===== config.mk =====
export PLATFORM = sky130hd
export DESIGN_NAME = rdpoll_status_rd
export DESIGN_NICKNAME = d
export VERILOG_FILES = /design/src/rtl/rdpoll_pkg.sv /design/src/rtl/rdpoll_strobe.sv /design/src/rtl/rdpoll_toggle.sv /design/src/rtl/rdpoll_mux.sv /design/src/rtl/rdpoll_status_rd.sv
export SDC_FILE = /design/constraint.sdc
export NUM_CORES = 1
export LEC_CHECK = 0
export CELL_PAD_IN_SITES_DETAIL_PLACEMENT = 1
export CELL_PAD_IN_SITES_GLOBAL_PLACEMENT = 2
export CORE_MARGIN = 5
export CORE_UTILIZATION = 33
export DETAILED_ROUTE_END_ITERATION = 16
export DONT_BUFFER_PORTS = 1
export PLACE_DENSITY = 0.81
export SYNTH_ARGS = -nofsm -noshare
export SYNTH_HDL_FRONTEND = slang
export SYNTH_SLANG_ARGS = --single-unit
export TNS_END_PERCENT = 20

===== constraint.sdc =====
create_clock -name clk_i -period 1.3 [get_ports clk_i]
set_input_delay 0.065 -clock clk_i [delete_from_list [all_inputs] [get_ports clk_i]]
set_output_delay 0.065 -clock clk_i [all_outputs]
set_load 0.05 [all_outputs]

===== src/rtl/rdpoll_pkg.sv =====
package rdpoll_pkg;
  parameter int DATA_W   = 8;
  parameter int POLL_BIT = 7;
  parameter int TGL_BIT  = 6;

  typedef struct packed {
    logic act;
    logic start;
  } rd_evt_t;
endpackage


===== src/rtl/rdpoll_strobe.sv =====
module rdpoll_strobe
  import rdpoll_pkg::*;
(
  input  logic    clk_i,
  input  logic    rst_ni,
  input  logic    ce_ni,
  input  logic    oe_ni,
  input  logic    we_ni,
  output rd_evt_t evt_o
);
  logic act, act_q;

  assign act = ~ce_ni & ~oe_ni & we_ni;

  always_ff @(posedge clk_i or negedge rst_ni) begin
    if (!rst_ni) act_q <= 1'b0;
    else         act_q <= act;
  end

  // one start per access, not per cycle held
  assign evt_o.act   = act;
  assign evt_o.start = act & ~act_q;
endmodule


===== src/rtl/rdpoll_toggle.sv =====
module rdpoll_toggle
  import rdpoll_pkg::*;
(
  input  logic    clk_i,
  input  logic    rst_ni,
  input  logic    busy_i,
  input  rd_evt_t evt_i,
  output logic    show_nxt_o
);
  logic busy_q, tgl_q, show_q;
  logic busy_start, base;

  assign busy_start = busy_i & ~busy_q;
  assign base       = busy_start ? 1'b0 : tgl_q;
  assign show_nxt_o = (evt_i.start && busy_i) ? base : show_q;

  always_ff @(posedge clk_i or negedge rst_ni) begin
    if (!rst_ni) begin
      busy_q <= 1'b0;
      tgl_q  <= 1'b0;
      show_q <= 1'b0;
    end else begin
      busy_q <= busy_i;
      show_q <= show_nxt_o;
      if (evt_i.start && busy_i) tgl_q <= ~base;
      else                       tgl_q <= base;
    end
  end
endmodule


===== src/rtl/rdpoll_mux.sv =====
module rdpoll_mux
  import rdpoll_pkg::*;
#(
  parameter int W = DATA_W
) (
  input  logic         clk_i,
  input  logic         rst_ni,
  input  rd_evt_t      evt_i,
  input  logic         busy_i,
  input  logic         show_i,
  input  logic [W-1:0] last_data_i,
  input  logic [W-1:0] arr_data_i,
  output logic [W-1:0] data_o,
  output logic         data_oe_o
);
  logic [W-1:0] word, data_q;
  logic         oe_q;

  always_comb begin
    word = arr_data_i;
    if (busy_i) begin
      word[POLL_BIT] = ~last_data_i[POLL_BIT];
      word[TGL_BIT]  = show_i;
    end
  end

  always_ff @(posedge clk_i or negedge rst_ni) begin
    if (!rst_ni) begin
      data_q <= '0;
      oe_q   <= 1'b0;
    end else begin
      oe_q <= evt_i.act;
      if (evt_i.act) data_q <= word;
    end
  end

  assign data_oe_o = oe_q;
  assign data_o    = oe_q ? data_q : '0;
endmodule


===== src/rtl/rdpoll_status_rd.sv =====
module rdpoll_status_rd
  import rdpoll_pkg::*;
#(
  parameter int W = DATA_W
) (
  input  logic         clk_i,
  input  logic         rst_ni,
  input  logic         ce_ni,
  input  logic         oe_ni,
  input  logic         we_ni,
  input  logic         busy_i,
  input  logic [W-1:0] last_data_i,
  input  logic [W-1:0] arr_data_i,
  output logic [W-1:0] data_o,
  output logic         data_oe_o
);
  rd_evt_t evt;
  logic    show_nxt;

  rdpoll_strobe u_strobe (
    .clk_i (clk_i),
    .rst_ni(rst_ni),
    .ce_ni (ce_ni),
    .oe_ni (oe_ni),
    .we_ni (we_ni),
    .evt_o (evt)
  );

  rdpoll_toggle u_toggle (
    .clk_i     (clk_i),
    .rst_ni    (rst_ni),
    .busy_i    (busy_i),
    .evt_i     (evt),
    .show_nxt_o(show_nxt)
  );

  rdpoll_mux #(.W(W)) u_mux (
    .clk_i      (clk_i),
    .rst_ni     (rst_ni),
    .evt_i      (evt),
    .busy_i     (busy_i),
    .show_i     (show_nxt),
    .last_data_i(last_data_i),
    .arr_data_i (arr_data_i),
    .data_o     (data_o),
    .data_oe_o  (data_oe_o)
  );
endmodule


# Word-level counts from Yosys, hierarchy flattened
# Index checks and enable logic that the tools add are counted.
dict set report totals {
  out_inout_bits 9
  ff_bits 12
}
dict set report op_classes {
  n_reduce_logical 1
  n_mux 5
  bitwise_logic 10
}
# cell count
set op_table {}
lappend op_table {{two-way mux 8 bit} 1}
lappend op_table {{inverter 1 bit} 6}
lappend op_table {{AND 1 bit} 4}
lappend op_table {{two-way mux 1 bit} 3}
lappend op_table {{two-way mux 2 bit} 1}
lappend op_table {{logical AND 1 bit} 1}

# Longest topological paths before layout
# Gate-level depths: netlist of the first run.
dict set report depth {
  ltp_word 7
  depth_mapped 4
  mapped_depth_nobuf 3
}

# Hierarchy
# A second synthesis of the first run with hierarchy kept.
dict set report unflattened {
  cells_unflattened 44
  area_unflattened_um2 594.3
}
# mod n_inst seq_area_each_um2 area_per_inst_um2 cells_per_inst
set by_module_without_submodules {}
lappend by_module_without_submodules {rdpoll_mux 1 225.2 417.9 31}
lappend by_module_without_submodules {rdpoll_toggle 1 75.1 121.4 9}
lappend by_module_without_submodules {rdpoll_strobe 1 25.0 55.1 4}

# Worst setup path before layout of the first run
# OpenSTA, ideal clock, no wires.
dict set report synth_timing {
  kind {reg2out}
  startpoint {register u_mux.oe_q (netlist: u_mux.data_oe_o)}
  endpoint {output data_o[0]}
  n_path_buf 1
  path_stages_with_launch 3
  t_arrival_ps 1327
  path_slack_ps -92
  path_cell_list {dfrtp_1 -> clkbuf_1 -> and2_1}
}
dict set report synth_between {
  elab_chain_len 1
}
# element line_no
set synth_rtl {}
lappend synth_rtl {{start, declared} rdpoll_mux.sv:17} ;# logic oe_q;
lappend synth_rtl {{start signal, assigned} rdpoll_mux.sv:32} ;# oe_q <= evt_i.act;
lappend synth_rtl {{two-way mux 8 bit} rdpoll_mux.sv:38} ;# assign data_o = oe_q ? data_q : '0;
lappend synth_rtl {{end, declared} rdpoll_status_rd.sv:14} ;# output logic [W-1:0] data_o,
# No other way between the ends.

# Worst setup path after layout of the first run
dict set report layout_timing {
  startpoint {register u_mux.oe_q (netlist: u_mux.data_oe_o)}
  endpoint {output data_o[1]}
}
# Same word-level chain as after synthesis.

==> flow_summary.yaml, run 1 <==
sta:
  min_period_ps: 1210
  drv_slew: 0
  fin_hold_ws_ps: 20.44
  setup_viol: 0
  fin_skew_ps: 0.1790
  hold_viol: 0
  fin_crit_sh_pct: 93.09
  max_freq_ghz: 0.8263
  rsz0062_at_grt: "false"
  maxSlewHeadroom_pct: 62.95
  worst_slew_pin_slew_ps: 553.9
routing:
  first_pass_iters: 2
  wire_per_inst_um: 17.56
  vias: 381
  routed_wirelength_um: 1422
  drt_first_iter_violations: 1
  drc_errors: 0
  ant_nets: 0
  vias_per_cell: 4.704
worst_hold_path:
  min_path_type: "input port to flip-flop"
die:
  io_pins: 31
  num_rows: 14
  initial_core_util_pct: 35.80
  dieWidth_um: 50.89
  die_y_um: 50.89
  die-area_sq_um: 2590
  core-area_sq_um: 1541
clocking:
  clk_path_buf_depth: 2
  root_buffer: "clkbuf_4"
  cts_setup_buffers: 0
  clk_latency_ps: 270
  cts_tree: "done"
  cts.clk_slew.worst_paths_ps: 70
  cts.sinks: 12
  h-tree-depth: 1
  cts_made_buffers: 3
yosys:
  yosys-top-cells-count: "dfrtp_1, and2_1, mux2_1"
  ys_seq_area_share_pct: 54.42
  synth_warnings: 0
  ys_ff_latch: 12
  syn-instance-count: 45
  syn-cell-area_sq_um: 551.8
  yosysTopAreaCell: "dfrtp_1"
  ys_async_sr_fraction_pct: 100.0
  synth_top_flop_cell: "dfrtp_1"
  ys_types: 18
  synth_area_per_cell_sq_um: 12.26
  yosys.cell_count.top_type: "dfrtp_1"
  synth.top_cell.area_share_pct: 54.42
  synth-edff-count: 0
  ys_top_cells_by_area: "dfrtp_1, and2_1, mux2_1"
  syn_nets: 67
power:
  swShare_pct: 26.02
  p_int_w: 0.0007013
  clkPwrFrac_pct: 30.8
  switchingPower_w: 0.0002466
  cellLeakagePower_nw: 0.3832
  irDropWorstVdd_mv: 0.6125
  pwr-share-comb_pct: 21.1
  power.density_nw_per_um2: 1127
  p_seq_share_pct: 48.1
critical_path:
  cp_max_fo: 11
  arrival_ps: 1150
  cp_top_family: "flip-flops"
  crit_buf_inv: 2
  r2r_slack_ps: 270
  critPathRequiredTime_ps: 1240
  criticalPathCategory: "flip-flop to output port"
  worstSetupStartpointType: "flip-flop"
  worstPathCellList: "buf_4 -> and2_1 -> buf_12"
  max_stage_delay_ps: 370
  critPathSlowestCell: "dfrtp_1"
  worst_setup_path_end_kind: "output port"
status:
  outcome: "finished, final reports clean"
global_routing:
  grt_max_degree: 13
  grt_pass1_vias: 450
  overflow: 0
  antenna_found_initial: 0
  grt_pass1_wl_um: 2311
  grt_usage_pct: 12.34
cells_and_area:
  finish.instance_area_sq_um: 840.8
  area_delta_synth_final_pct: 52.38
  nNetsFinal: 88
  diodes: 0
  drive_gt1_share_pct: 29.23
placement:
  post_dp_cell_area_sq_um: 724.4
  port_buffers: 0
  place.gp.congestion: 0.6007
run:
  cap_viol_max_count: 0
[cells in the final DEF (no fill, tap or decap), types with 2 or more instances in the layout]
master and n:
a21oi_1 2, mux2_1 5, buf_4 3, nand2_1 2
dlygate4sd3_1 8, inv_1 2, dfrtp_1 12, and2_1 8
clkbuf_4 3, o21ai_0 2, buf_12 7
[sequential cells by signal (all words and copies together), names as in the netlist]
register	count
u_toggle.show_q	1
u_mux.data_oe_o	1
u_toggle.tgl_q	1
u_toggle.busy_q	1
u_mux.data_q	8
[cell families (layout without fill, tap and decap cells)]
group                  after synthesis  after routing  synth area share (%)
AOI/OAI and AO/OA                    6              6                 6.577
and+or+nand+nor                     15             15                 18.82
muxes                                8              8                 16.78
DFF                                 12             12                 54.42
buffers and inverters                4             24                 3.402
[worst register-to-register path, cell delays in order, from the launching register on]
cell      delay [ps]
dfrtp_1          370
nand3b_2         240
mux2_4           310
[stage by stage]
step / power (W) / std cells / setup WS [ps] / setup TNS (ps) / util, %
after floorplan: 0.0005668 / 45 / -91.92 / -643.4 / -
after global placement: 0.0006239 / 69 / 289.6 / 0 / 47.00
after detailed placement: 0.0006420 / 69 / 253.1 / 0 / 47.00
after CTS: 0.0009625 / 81 / 75.64 / 0 / 54.55
after global routing: 0.0009951 / 81 / 31.05 / 0 / 54.55
final: 0.0009478 / 81 / 89.77 / 0 / 54.55
[area by class of cell]
class | instances | area, sq um
clock buffers | 4 | 36.28
fillers | 164 | 700.7
inverters | 2 | 7.507
multi-input cells | 29 | 234.0
flip-flops and latches | 12 | 300.3
well taps | 16 | 20.02
repair buffers | 18 | 242.7
[power groups by stage]
stage / registers (W) / clock network, W / logic (W)
2_1_floorplan: 0.000457 / 0 / 0.000110
3_5_place_dp: 0.000466 / 0 / 0.000176
4_1_cts: 0.000458 / 0.000301 / 0.000204
3_3_place_gp: 0.000457 / 0 / 0.000167
5_1_grt: 0.000465 / 0.000317 / 0.000213
6_report: 0.000456 / 0.000292 / 0.000200
[repair_timing]
item / CTS / global route
gates resized for setup: 0 / 0
hold buffers: 8 / 0
hold endpoints to repair: 19 / 0
[per-layer routing]
metal  wire (um)  up-vias  global-route usage (%)
li1            -      190                       -
met1         557      178                   14.36
met2         794       11                   21.07
met3          57        2                   2.616
met4          12        0                   6.383
met5           0        -                       0
[worst paths after layout]
check	startpoint	end	cells after the start
worst max-delay path	u_mux.data_oe_o	data_o[1]	3
worst max register to register	u_mux.data_oe_o	u_toggle.show_q	2
worst min-delay path	arr_data_i[7]	u_mux.data_q[7]	2
min in group asynchronous	rst_ni	u_toggle.tgl_q	1
worst min register to register	u_mux.data_q[3]	u_mux.data_q[3]	1
max in group asynchronous	rst_ni	u_mux.data_q[6]	1
Power figures use the tool's default switching activity.
==> inputs of run 2 (changes only) <==
--- a/config.mk
+++ b/config.mk
@@ -8,11 +8,12 @@
 export CELL_PAD_IN_SITES_DETAIL_PLACEMENT = 1
 export CELL_PAD_IN_SITES_GLOBAL_PLACEMENT = 2
 export CORE_MARGIN = 5
-export CORE_UTILIZATION = 33
+export CORE_UTILIZATION = 35
 export DETAILED_ROUTE_END_ITERATION = 16
 export DONT_BUFFER_PORTS = 1
-export PLACE_DENSITY = 0.81
+export PLACE_DENSITY = 0.83
 export SYNTH_ARGS = -nofsm -noshare
 export SYNTH_HDL_FRONTEND = slang
+export SYNTH_HIERARCHICAL = 1
 export SYNTH_SLANG_ARGS = --single-unit
 export TNS_END_PERCENT = 20
==> run 2 against run 1 <==
Compared with the run above: the flow now finishes with violations (setup timing); global-route usage up 0.60 points; routed wire length up 6.5%; final area up 12%; count of clock-buffer cells in the layout unchanged; sequential share of layout area down 1.3 points; critical path type is now flip-flop to flip-flop; critical endpoint is now u_mux/data_q[6]; largest cell class unchanged; highest routed layer is now met3.
==> flow_summary.yaml, run 2 <==
yosys:
  yosysTopAreaCell: "dfrtp_1"
  yosys-top-cells-count: "dfrtp_1, and2_1, mux2_4"
  ys_top_cells_by_area: "dfrtp_1, mux2_4, and2_1"
  syn_nets: 66
  synth_top_flop_cell: "dfrtp_1"
  synth_area_per_cell_sq_um: 13.51
  syn-cell-area_sq_um: 594.3
  ys_types: 16
  ys_seq_area_share_pct: 54.74
  synth-edff-count: 0
  ys_async_sr_fraction_pct: 100.0
  syn-instance-count: 44
  ys_ff_latch: 13
  synth.top_cell.area_share_pct: 54.74
  yosys.cell_count.top_type: "dfrtp_1"
  synth_warnings: 6
routing:
  routed_wirelength_um: 1514
  drc_errors: 0
  wire_per_inst_um: 17.60
  vias: 419
  first_pass_iters: 4
  vias_per_cell: 4.872
  drt_first_iter_violations: 5
  ant_nets: 0
sta:
  setup_viol: 2
  hold_viol: 0
  drv_slew: 0
  fin_setup_tns_ps: -143.4
  worst_slew_pin_slew_ps: 579.8
  rsz0062_at_grt: "true"
  fin_ws_ps: -135.8
  maxSlewHeadroom_pct: 61.22
  min_period_ps: 1436
  fin_skew_ps: 4.234
  max_freq_ghz: 0.6965
  fin_crit_sh_pct: 110.4
power:
  power.density_nw_per_um2: 1035
  irDropWorstVdd_mv: 0.7169
  cellLeakagePower_nw: 0.4240
global_routing:
  grt_pass1_vias: 529
  overflow: 0
  grt_max_degree: 14
  antenna_found_initial: 0
  grt_usage_pct: 12.94
  grt_pass1_wl_um: 2421
critical_path:
  worst_setup_path_end_kind: "flip-flop"
  worstPathCellList: "nor4b_4 -> nand2_1 -> a21o_2 -> mux2i_2 -> a21oi_1"
  r2r_slack_ps: -140
  critPathRequiredTime_ps: 1460
  arrival_ps: 1590
  reg2regPathDepth: 5
  worstSetupStartpointType: "flip-flop"
  r2r-end: "u_mux/data_q[6]"
  criticalPathCategory: "flip-flop to flip-flop"
  worstSetupStartpoint: "u_strobe/act_q"
  cp_max_fo: 3
  critPathSlowestCell: "dfrtp_1"
  reg2reg_from: "u_strobe/act_q"
  endpoint: "u_mux/data_q[6]"
  max_stage_delay_ps: 390
worst_hold_path:
  min_path_type: "input port to flip-flop"
clocking:
  h-tree-depth: 1
  cts_made_buffers: 3
  clk_latency_ps: 270
  clk_path_buf_depth: 2
  cts_tree: "done"
  cts.clk_slew.worst_paths_ps: 70
  root_buffer: "clkbuf_4"
  cts.sinks: 13
cells_and_area:
  diodes: 0
  largest_reg_flops: 8
  layout_commonest_cell: "dfrtp_1"
  stdcell_count: 86
  fillers: 146
  largest-register: "u_mux/data_q"
  final_cell_mix: "dfrtp_1, dlygate4sd3_1, buf_12, and2_1"
  finish.instance_area_sq_um: 944.7
  nNetsFinal: 93
  area_delta_synth_final_pct: 58.95
  drive_gt1_share_pct: 41.43
die:
  num_rows: 14
  die-area_sq_um: 2622
  initial_core_util_pct: 38.12
  die_y_um: 51.21
  core-area_sq_um: 1559
  dieWidth_um: 51.21
  io_pins: 31
status:
  violations: "setup timing"
  outcome: "complete, but fails checks"
placement:
  post_dp_cell_area_sq_um: 799.5
  place.gp.congestion: 0.7651
  port_buffers: 0
  place_inst: 70
  post-place-ws_ps: -87.60
run:
  cap_viol_max_count: 0
[run 2: cell types whose count changed after synthesis, moves of 2 or more]
cell	change
inv_1	-2
nand2b_1	+2
o21ai_0	-2
mux2_4	+5
nor3b_1	+2
mux2_1	-5
[run 2: critical path: cells and delay by family (launching register included)]
family	cells	cell delay [ps]
and+or+nand+nor	2	470
AOI/OAI and AO/OA	2	300
muxes	1	160
DFF	1	390
[run 2: where the power goes]
group,internal [W],switching (W)
sequential,0.000461,0.0000313
clock,0.000119,0.000121
combinational,0.000143,0.000103
total,0.000723,0.000255
[run 2: repair_timing]
item | CTS | global route
pin swaps | 5 | 1
hold buffers | 10 | 0
gates resized for setup | 0 | 1
buffers inserted | 1 | 1
endpoints found under the hold margin | 21 | 0
endpoints found under the setup margin | 1 | 2
[run 2: kinds of logic (layout without fill, tap and decap cells)]
kind of cell	after synthesis	count (layout)	share of synthesized area [%]
compound gates	4	4	4.212
mux	7	7	16.84
simple gates	18	18	21.05
buf+inv	2	28	3.158
flops	13	13	54.74
[run 2: through the flow]
step | hold WS (ps) | utilization (%) | power [W]
4_1_cts | 7.814 | 59.87 | 0.0009874
6_report | 12.21 | 60.59 | 0.0009774
5_1_grt | 9.617 | 60.59 | 0.001037
3_3_place_gp | -230.2 | 51.28 | 0.0006937
2_1_floorplan | -230.6 | - | 0.0006290
3_5_place_dp | -230.3 | 51.28 | 0.0007069
[run 2: final cells by class]
| cell class | instances | area [sq um] | share of cell area [%] |
|---|---|---|---|
| Timing Repair Buffer | 24 | 305.3 | 32.32 |
| Multi-Input combinational cell | 29 | 267.8 | 28.34 |
| Tap cell | 16 | 20.02 | 2.119 |
| Sequential cell | 13 | 325.3 | 34.44 |
| Clock buffer | 4 | 26.28 | 2.781 |
[run 2: routing by layer]
metal / track usage [%] / share of wire [%] / vias to the layer above
li1: - / - / 200
met5: 0 / 0 / -
met1: 13.11 / 35 / 207
met4: 5.381 / 0 / 0
met3: 4.070 / 5.9 / 0
met2: 24.25 / 59 / 12
[run 2: worst min path at each step]
stage                  start         endpoint  slack [ps]  cells past startpoint
2_1_floorplan         rst_ni  u_mux/data_oe_o        -230                      0
3_3_place_gp          rst_ni   u_strobe/act_q        -230                      0
3_5_place_dp          rst_ni  u_mux/data_oe_o        -230                      0
4_1_cts        arr_data_i[6]  u_mux/data_q[6]           8                      2
5_1_grt        arr_data_i[6]  u_mux/data_q[6]          10                      2
6_report       arr_data_i[6]  u_mux/data_q[6]          10                      2
